`config.mk`:
```
export PLATFORM = sky130hd
export DESIGN_NAME = seg_window_bridge
export DESIGN_NICKNAME = d
export VERILOG_FILES = /design/src/rtl/bw_pkg.sv /design/src/rtl/bw_cfg_regs.sv /design/src/rtl/bw_stage.sv /design/src/rtl/bw_xfer.sv /design/src/rtl/seg_window_bridge.sv
export SDC_FILE = /design/constraint.sdc
export NUM_CORES = 1
export LEC_CHECK = 0
export BUFFER_PORTS_ARGS = -buffer_cell sky130_fd_sc_hd__buf_2
export CAP_MARGIN = 10
export CORE_ASPECT_RATIO = 0.5
export CORE_MARGIN = 1
export CORE_UTILIZATION = 40
export DETAILED_ROUTE_END_ITERATION = 10
export PLACE_DENSITY = 0.65
export SYNTH_ARGS = -nofsm -noshare
export SYNTH_HDL_FRONTEND = slang
export SYNTH_SLANG_ARGS = --single-unit
```
`constraint.sdc`:
```
create_clock -name clk -period 3 [get_ports clk]
set_input_delay 0.3 -clock clk [delete_from_list [all_inputs] [get_ports clk]]
set_output_delay 0.3 -clock clk [all_outputs]
set_load 0.1 [all_outputs]
```
`src/rtl/bw_pkg.sv`:
```
package bw_pkg;
  localparam int OFF_W  = 11;
  localparam int NIB_W  = 16 - OFF_W - 1;
  localparam int BYTE_W = 8;
  localparam int HD_W   = 2 * BYTE_W;
  localparam int BP_DW  = 2 * HD_W;
  localparam int BP_AW  = 2 * BYTE_W + NIB_W + 1 + OFF_W;
  localparam int LANES  = BP_DW / BYTE_W;

  typedef enum logic [1:0] {
    SZ_BYTE = 2'd0,
    SZ_HALF = 2'd1,
    SZ_WLO  = 2'd2,
    SZ_WHI  = 2'd3
  } xsz_e;

  function automatic logic [BP_AW-1:0] mk_addr(
    input logic [BYTE_W-1:0] hi, input logic [BYTE_W-1:0] mid,
    input logic [NIB_W-1:0] nib, input logic seg, input logic [OFF_W-1:0] off);
    return {hi, mid, nib, seg, off};
  endfunction

  function automatic logic [LANES-1:0] lane_be(input xsz_e sz, input logic [1:0] lo);
    if (sz == SZ_BYTE) return LANES'(1) << lo;
    return lo[1] ? 4'b1100 : 4'b0011;
  endfunction

  function automatic logic [BP_DW-1:0] spread(input xsz_e sz, input logic [HD_W-1:0] wd);
    if (sz == SZ_BYTE) return {LANES{wd[BYTE_W-1:0]}};
    return {2{wd}};
  endfunction

  function automatic logic [HD_W-1:0] pick(input logic is_byte, input logic [1:0] lo,
                                           input logic [BP_DW-1:0] rd);
    logic [BYTE_W-1:0] b;
    case (lo)
      2'd0: b = rd[7:0];
      2'd1: b = rd[15:8];
      2'd2: b = rd[23:16];
      default: b = rd[31:24];
    endcase
    if (is_byte) return {{BYTE_W{1'b0}}, b};
    return lo[1] ? rd[31:16] : rd[15:0];
  endfunction
endpackage

```
`src/rtl/bw_cfg_regs.sv`:
```
module bw_cfg_regs
  import bw_pkg::*;
#(
  parameter logic [7:0] OPT_OFS = 8'h00,
  parameter logic [7:0] NIB_OFS = 8'h2E,
  parameter logic [7:0] MID_OFS = 8'h30,
  parameter logic [7:0] HI_OFS  = 8'h32,
  parameter logic [7:0] SEG_OFS = 8'h34
) (
  input  logic              clk,
  input  logic              rst_n,
  input  logic              cfg_we,
  input  logic [7:0]        cfg_addr,
  input  logic [7:0]        cfg_wdata,
  output logic [7:0]        cfg_rdata,
  output logic [7:0]        base_hi,
  output logic [7:0]        base_mid,
  output logic [NIB_W-1:0]  base_nib,
  output logic              seg,
  output logic              win_en
);
  localparam logic [7:0] OPT_MASK = 8'hC5;
  localparam int OPT_SRST = 7;
  localparam int OPT_FEN  = 0;

  logic [7:0] opt_q;

  always_ff @(posedge clk or negedge rst_n) begin
    if (!rst_n) begin
      opt_q    <= '0;
      base_nib <= '0;
      base_mid <= '0;
      base_hi  <= '0;
      seg      <= 1'b0;
    end else if (cfg_we) begin
      case (cfg_addr)
        OPT_OFS: opt_q    <= cfg_wdata & OPT_MASK;
        NIB_OFS: base_nib <= cfg_wdata[NIB_W-1:0];
        MID_OFS: base_mid <= cfg_wdata;
        HI_OFS:  base_hi  <= cfg_wdata;
        SEG_OFS: seg      <= cfg_wdata[0];
        default: ;
      endcase
    end
  end

  always_comb begin
    case (cfg_addr)
      OPT_OFS: cfg_rdata = opt_q;
      NIB_OFS: cfg_rdata = 8'(base_nib);
      MID_OFS: cfg_rdata = base_mid;
      HI_OFS:  cfg_rdata = base_hi;
      SEG_OFS: cfg_rdata = {7'd0, seg};
      default: cfg_rdata = 8'd0;
    endcase
  end

  assign win_en = opt_q[OPT_FEN] & ~opt_q[OPT_SRST];
endmodule

```
`src/rtl/bw_stage.sv`:
```
module bw_stage #(
  parameter int W = 16
) (
  input  logic         clk,
  input  logic         rst_n,
  input  logic         load,
  input  logic         take,
  input  logic [W-1:0] din,
  output logic         full,
  output logic [W-1:0] dout
);
  always_ff @(posedge clk or negedge rst_n) begin
    if (!rst_n) begin
      full <= 1'b0;
      dout <= '0;
    end else if (load) begin
      full <= 1'b1;
      dout <= din;
    end else if (take) begin
      full <= 1'b0;
    end
  end
endmodule

```
`src/rtl/bw_xfer.sv`:
```
module bw_xfer
  import bw_pkg::*;
(
  input  logic              clk,
  input  logic              rst_n,
  input  logic              h_req,
  input  logic              h_we,
  input  xsz_e              sz,
  input  logic [OFF_W-1:0]  h_off,
  input  logic [HD_W-1:0]   h_wdata,
  input  logic              win_en,
  input  logic [7:0]        base_hi,
  input  logic [7:0]        base_mid,
  input  logic [NIB_W-1:0]  base_nib,
  input  logic              seg,
  input  logic              stage_full,
  input  logic [HD_W-1:0]   stage_data,
  output logic              stage_load,
  output logic              stage_take,
  output logic              bp_valid,
  output logic              bp_we,
  output logic [BP_AW-1:0]  bp_addr,
  output logic [LANES-1:0]  bp_be,
  output logic [BP_DW-1:0]  bp_wdata,
  input  logic [BP_DW-1:0]  bp_rdata,
  output logic              h_rvalid,
  output logic [HD_W-1:0]   h_rdata
);
  logic acc_ok, wr_lo, wr_hi, issue, refuse_rd;
  logic [OFF_W-1:0] eff_off;
  logic rd_live, rd_byte, rd_refused;

  assign acc_ok     = h_req && win_en;
  assign wr_lo      = acc_ok && h_we && (sz == SZ_WLO);
  assign wr_hi      = acc_ok && h_we && (sz == SZ_WHI);
  assign stage_load = wr_lo;
  assign stage_take = wr_hi && stage_full;
  assign issue      = acc_ok && !wr_lo && !(wr_hi && !stage_full);
  assign refuse_rd  = h_req && !h_we && !win_en;
  assign eff_off    = stage_take ? {h_off[OFF_W-1:2], 2'b00} : h_off;

  always_ff @(posedge clk or negedge rst_n) begin
    if (!rst_n) begin
      bp_valid   <= 1'b0;
      bp_we      <= 1'b0;
      bp_addr    <= '0;
      bp_be      <= '0;
      bp_wdata   <= '0;
      rd_live    <= 1'b0;
      rd_byte    <= 1'b0;
      rd_refused <= 1'b0;
    end else begin
      bp_valid   <= issue;
      rd_live    <= issue && !h_we;
      rd_refused <= refuse_rd;
      if (issue) begin
        bp_we    <= h_we;
        bp_addr  <= mk_addr(base_hi, base_mid, base_nib, seg, eff_off);
        bp_be    <= stage_take ? {LANES{1'b1}} : lane_be(sz, h_off[1:0]);
        bp_wdata <= stage_take ? {h_wdata, stage_data} : spread(sz, h_wdata);
        rd_byte  <= (sz == SZ_BYTE);
      end
    end
  end

  always_ff @(posedge clk or negedge rst_n) begin
    if (!rst_n) begin
      h_rvalid <= 1'b0;
      h_rdata  <= '0;
    end else begin
      h_rvalid <= rd_live || rd_refused;
      if (rd_refused)   h_rdata <= {HD_W{1'b1}};
      else if (rd_live) h_rdata <= pick(rd_byte, bp_addr[1:0], bp_rdata);
    end
  end
endmodule

```
`src/rtl/seg_window_bridge.sv`:
```
module seg_window_bridge
  import bw_pkg::*;
#(
  parameter logic [7:0] OPT_OFS = 8'h00,
  parameter logic [7:0] NIB_OFS = 8'h2E,
  parameter logic [7:0] MID_OFS = 8'h30,
  parameter logic [7:0] HI_OFS  = 8'h32,
  parameter logic [7:0] SEG_OFS = 8'h34
) (
  input  logic        clk,
  input  logic        rst_n,
  input  logic        cfg_we,
  input  logic [7:0]  cfg_addr,
  input  logic [7:0]  cfg_wdata,
  output logic [7:0]  cfg_rdata,
  input  logic        h_req,
  input  logic        h_we,
  input  logic [1:0]  h_size,
  input  logic [10:0] h_off,
  input  logic [15:0] h_wdata,
  output logic        h_rvalid,
  output logic [15:0] h_rdata,
  output logic        bp_valid,
  output logic        bp_we,
  output logic [31:0] bp_addr,
  output logic [3:0]  bp_be,
  output logic [31:0] bp_wdata,
  input  logic [31:0] bp_rdata
);
  logic [7:0]       base_hi, base_mid;
  logic [NIB_W-1:0] base_nib;
  logic             seg, win_en;
  logic             stage_full, stage_load, stage_take;
  logic [HD_W-1:0]  stage_data;
  xsz_e             sz;

  assign sz = xsz_e'(h_size);

  bw_cfg_regs #(
    .OPT_OFS(OPT_OFS), .NIB_OFS(NIB_OFS), .MID_OFS(MID_OFS),
    .HI_OFS(HI_OFS), .SEG_OFS(SEG_OFS)
  ) u_cfg (
    .clk(clk), .rst_n(rst_n), .cfg_we(cfg_we), .cfg_addr(cfg_addr),
    .cfg_wdata(cfg_wdata), .cfg_rdata(cfg_rdata), .base_hi(base_hi),
    .base_mid(base_mid), .base_nib(base_nib), .seg(seg), .win_en(win_en)
  );

  bw_stage #(.W(HD_W)) u_stage (
    .clk(clk), .rst_n(rst_n), .load(stage_load), .take(stage_take),
    .din(h_wdata), .full(stage_full), .dout(stage_data)
  );

  bw_xfer u_xfer (
    .clk(clk), .rst_n(rst_n), .h_req(h_req), .h_we(h_we), .sz(sz),
    .h_off(h_off), .h_wdata(h_wdata), .win_en(win_en), .base_hi(base_hi),
    .base_mid(base_mid), .base_nib(base_nib), .seg(seg),
    .stage_full(stage_full), .stage_data(stage_data),
    .stage_load(stage_load), .stage_take(stage_take),
    .bp_valid(bp_valid), .bp_we(bp_we), .bp_addr(bp_addr), .bp_be(bp_be),
    .bp_wdata(bp_wdata), .bp_rdata(bp_rdata),
    .h_rvalid(h_rvalid), .h_rdata(h_rdata)
  );
endmodule

```
After elaboration in Yosys (flattened, before gate mapping) --
Cells that the tools add are included.
Storage, ports and cells: bits in writable memories 0, logic and storage cells 77, bits in latches 0, bits in read-only memories 0, bits of input ports 82, register bits after elaboration 132, memories kept 0
Operators by class: div/mod/pow operators 0, reductions and logical operators 27, equality and inequality tests 8, multiply operators 0, bitwise operators 2, muxes and demuxes 22, $add $sub $neg 0, $lt $le $gt $ge 0, shift operators 1
Operator list (count):
- $mux 32 | 3
- $mux 16 | 5
- $pmux 8 s5 | 1
- $eq 8x6->1 const B | 4
- $pmux 8 s3 | 1
- $mux 4 | 4
- $logic_and 1x1->1 | 11
- $reduce_and 2->1 | 5
- $logic_not 8->1 | 1
- $mux 1 | 7
- $eq 2x2->1 const B | 3
- $logic_not 1->1 | 5
- $logic_not 2->1 | 2
- $reduce_bool 2->1 | 2
- $shl 1x2->4 const A | 1
- $eq 2x1->1 const B | 1
- $mux 2 | 1
- $and 1x1->1 | 1
- $logic_or 1x1->1 | 1
- $not 1->1 | 1

Depth between registers and ports, before layout --
depth in word-level cells 11, gate-level depth with buffers 9, gate-level depth less buffers 6

Hierarchy --
A second synthesis with hierarchy kept.
Unflattened totals: cells, all modules 433, area, all modules 6027.0 um2
Modules (own cells, without submodules):
- bw_xfer | instances 1, sequential area each 2252.2 um2, area an instance 4110.2 um2, cells an instance 299
- bw_cfg_regs | instances 1, sequential area each 625.6 um2, area an instance 1233.7 um2, cells an instance 97
- bw_stage | instances 1, sequential area each 425.4 um2, area an instance 683.2 um2, cells an instance 37

Least setup slack after synthesis --
No wires, ideal clock.
path type input port to output port, start input cfg_addr[3], end output cfg_rdata[2], buffers on the path 0, data arrival time 2195 ps, cell stages on the path 3, path slack 505 ps, cell sequence or4_4 > nor3_1 > a221o_1
On the way: cells in the longest elaborated chain, start to end 2
Ends and longest elaborated chain:
- start: declaration | RTL line seg_window_bridge.sv:13 | input logic [7:0] cfg_addr,
- $eq 8x6->1 or $logic_not 8->1 (tied branches) | RTL line bw_cfg_regs.sv:48 | case (cfg_addr)
- $pmux 8 s5 * | RTL line bw_cfg_regs.sv:48
- end: declaration | RTL line seg_window_bridge.sv:15 | output logic [7:0] cfg_rdata,
Mark *: on every way between the ends. The rest lies on a longest branch, timed or not.

Worst setup path after layout --
start register u_cfg.base_hi[0], end output cfg_rdata[0]
On the way: cells in the longest elaborated chain, start to end 1
Ends and longest elaborated chain:
- start: declaration | RTL line bw_cfg_regs.sv:16 | output logic [7:0] base_hi,
- start signal: assignment | RTL line bw_cfg_regs.sv:40 | HI_OFS: base_hi <= cfg_wdata;
- $pmux 8 s5 | RTL line bw_cfg_regs.sv:48
No other way between the ends.

==> results.sh <==
export IMPL_status="finished, final reports clean"
export IMPL_final_antenna_net_count=0
export IMPL_postLayoutCoreUtil_pct=54.7
export IMPL_wl_per_cell_um=16.5
export IMPL_ys_types=41
export IMPL_synthTopCellsByArea="dfrtp_1 58%, mux2_2 16%, a21oi_1 3.8%"
export IMPL_setup_ws_ns=0.466
export IMPL_critPathMaxStageDelay_ns=0.43
export IMPL_r2r_slack_ns=0.94
export IMPL_die_area_sq_um=14600
export IMPL_gp_routability_congestion=0.909
export IMPL_hold_viol_final=0
export IMPL_syn_area_sq_um=5650
export IMPL_multi_input_area_sq_um=2220
export IMPL_worstPathArrival_ns=2.23
export IMPL_drc=0
export IMPL_synth_area_leader_cell="dfrtp_1"
export IMPL_powerDensity_nw_per_um2=889
export IMPL_path_clk_slew_ns=0.06
export IMPL_p_total_mw=6.64
export IMPL_grt_pass1_vias=4179
export IMPL_slew_violations=0
export IMPL_slew_headroom_pct=30.6
export IMPL_rsz0062_at_grt="no"
export IMPL_fin_setup_tns_ns=0
export IMPL_avgSynthCellArea_sq_um=12.7
export IMPL_grt_max_degree=85
export IMPL_ctsHoldBuffers=1
export IMPL_cts_tree="built"
export IMPL_maxCapViolations=0
export IMPL_hpwlAfterDp_um=9650
export IMPL_clk_root_buffer_cell="clkbuf_16"
export IMPL_syn_num_nets=527
export IMPL_start_kind="register"
export IMPL_n_fill_cell=1244
export IMPL_clk_path_buf_depth=2
export IMPL_synth_top_cell_area_share_pct=58.4
export IMPL_h_tree_depth=4
export IMPL_diodes=0
export IMPL_first_pass_iters=5
export IMPL_cts_resized=0
export IMPL_synth_seq_cells=132
export IMPL_die_height_um=86.1
export IMPL_vias=4204
export IMPL_seq_area_frac_synth_pct=58.4
export IMPL_viasPerCell=5.06
export IMPL_setup_viol=0
export IMPL_cts_made_buffers=17
export IMPL_die_x_um=170
export IMPL_grt_first_pass_wirelength_um=22400
export IMPL_crit_path_max_fanout=3
export IMPL_grt_overflow=0
export IMPL_peakVddDrop_v=0.000397
export IMPL_slowest_stage="buf_2"
export IMPL_antenna_found_initial=0
export IMPL_wl_um=13700
export IMPL_worst_pin_slew_ns=1.04
export IMPL_dp_slack_ns=0.591
export IMPL_core_area_sq_um=13700
export IMPL_num_rows=30
export IMPL_cts_sinks=132
export IMPL_seqCellArea_sq_um=3300
export IMPL_crit_required_ns=2.70
export IMPL_drtIter0Drc=230
export IMPL_track_usage_pct=20.1
export IMPL_period_share_pct=84.5
export IMPL_end_kind="output port"
export IMPL_p_leak_nw=3.73
export IMPL_synth_warnings=0
export IMPL_area_delta_synth_final_pct=32.3
export IMPL_post_cts_buffers=0
export IMPL_boundaryPins=177
export IMPL_initial_core_util_pct=41.4
export IMPL_port_buffers=176
export IMPL_drive_gt1_share_pct=49.8
export IMPL_syn_inst=445
export IMPL_skew_ns=0.00865
export IMPL_period_needed_ns=2.53
export IMPL_clkLatencyLatePin_ns=0.41
export IMPL_timing_fmax_mhz=395
export IMPL_hp_class="input port to register"
export IMPL_crit_chain="mux2i_1, or4_1, a2111oi_0, a221o_1, buf_2"
export IMPL_critPathKind="register to output port"
export IMPL_final_nets=709
==> critical path: cells and delay by family (launching register included) <==
kind / cells / cell delay (ns)
and+or+nand+nor: 1 / 0.39
muxes: 1 / 0.08
DFF: 1 / 0.38
AOI/OAI and AO/OA: 2 / 0.55
buffers and inverters: 1 / 0.43
==> metal layers <==
layer	routed length, um	vias to the layer above	part of all wire, %	track usage (%)
met3	692	8	5.0	5.12
met1	6480	2086	47	28.0
li1	-	1993	-	-
met2	6480	117	47	31.0
met5	0	-	0	0
met4	83	0	0.60	5.90
==> power breakdown <==
| part | switching [mW] | total, mW | internal, mW |
|---|---|---|---|
| registers | 0.157 | 2.18 | 2.03 |
| clock network | 0.804 | 2.12 | 1.31 |
| logic | 1.93 | 2.34 | 0.413 |
==> synth_stat cells <==
cell type,count
or4_4,2
a2111oi_0,1
a222oi_1,2
nor2b_1,1
nand2_1,20
nand2b_1,4
o22ai_1,12
o32a_1,1
buf_1,3
nor4_1,3
nor3b_1,3
a221o_1,2
nor3_2,1
inv_1,6
clkbuf_1,12
a21o_1,1
and2_0,1
nand4b_1,1
a22oi_1,2
dfrtp_1,132
or3_1,2
mux2_4,8
o21ai_0,19
or4_1,2
buf_6,1
a22o_1,5
a21oi_1,43
o32ai_1,4
nand3_1,4
nor2_1,23
a21bo_2,8
mux2_2,80
and2_1,2
nor3_1,3
o21a_1,1
or2_2,1
mux2i_1,17
nor4bb_1,1
a31oi_1,1
nand3b_1,2
buf_2,8
==> cells in the final DEF (no fill, tap or decap), types with 4 or more instances in the layout <==
cell type	instances
dfrtp_1	132
mux2i_1	17
o21ai_0	19
a21oi_1	43
buf_12	8
a22o_1	5
nand2_1	20
clkinvlp_4	5
clkbuf_16	17
a21bo_2	8
buf_2	170
clkinv_4	4
nand2b_1	4
buf_4	7
mux2_2	80
nor2_1	23
o32ai_1	4
nand3_1	4
o22ai_1	12
mux2_4	8
inv_1	5
==> state kept, by name, indices dropped and copies added, names as in the netlist, 4 cells and up <==
signal           count
u_cfg.base_hi        8
u_cfg.base_mid       8
u_cfg.base_nib       4
u_cfg.opt_q          4
u_stage.dout        16
u_xfer.bp_addr      32
u_xfer.bp_be         4
u_xfer.bp_wdata     32
u_xfer.h_rdata      16
==> stage by stage <==
step | hold WS, ns | cells | cell area (sq um)
floorplan | 0.00441 | 445 | 5650
global placement | 0.416 | 799 | 6860
detailed placement | 0.425 | 799 | 6860
CTS | 0.110 | 831 | 7470
global route | 0.106 | 831 | 7470
finish | 0.121 | 831 | 7470
==> path summary, 6_finish.rpt <==
kind / cells after the start / endpoint / start
min in group asynchronous: 2 / u_xfer.bp_wdata[13] / rst_n
worst min register to register: 1 / u_xfer.bp_be[1] / u_xfer.bp_be[1]
worst max register to register: 6 / u_xfer.bp_wdata[23] / u_cfg.opt_q[0]
worst min-delay path: 2 / u_xfer.bp_addr[10] / h_off[10]
max in group asynchronous: 3 / u_xfer.bp_wdata[27] / rst_n
worst max-delay path: 5 / cfg_rdata[0] / u_cfg.base_hi[0]
==> layout make-up <==
class	instances	share of cell area [%]
clock inverters	14	2.41
inverters	6	0.301
flip-flops and latches	132	44.2
clock buffers	17	5.69
repair buffers	187	14.5
multi-input cells	283	29.7
well taps	192	3.21
==> logic make-up after synthesis <==
logic type | after synthesis | share of synthesized area (%)
flops | 132 | 58.4
simple gates | 76 | 6.86
mux | 105 | 21.1
buf+inv | 30 | 2.30
compound gates | 102 | 11.3
No activity file was read; power rests on OpenSTA's default activity.
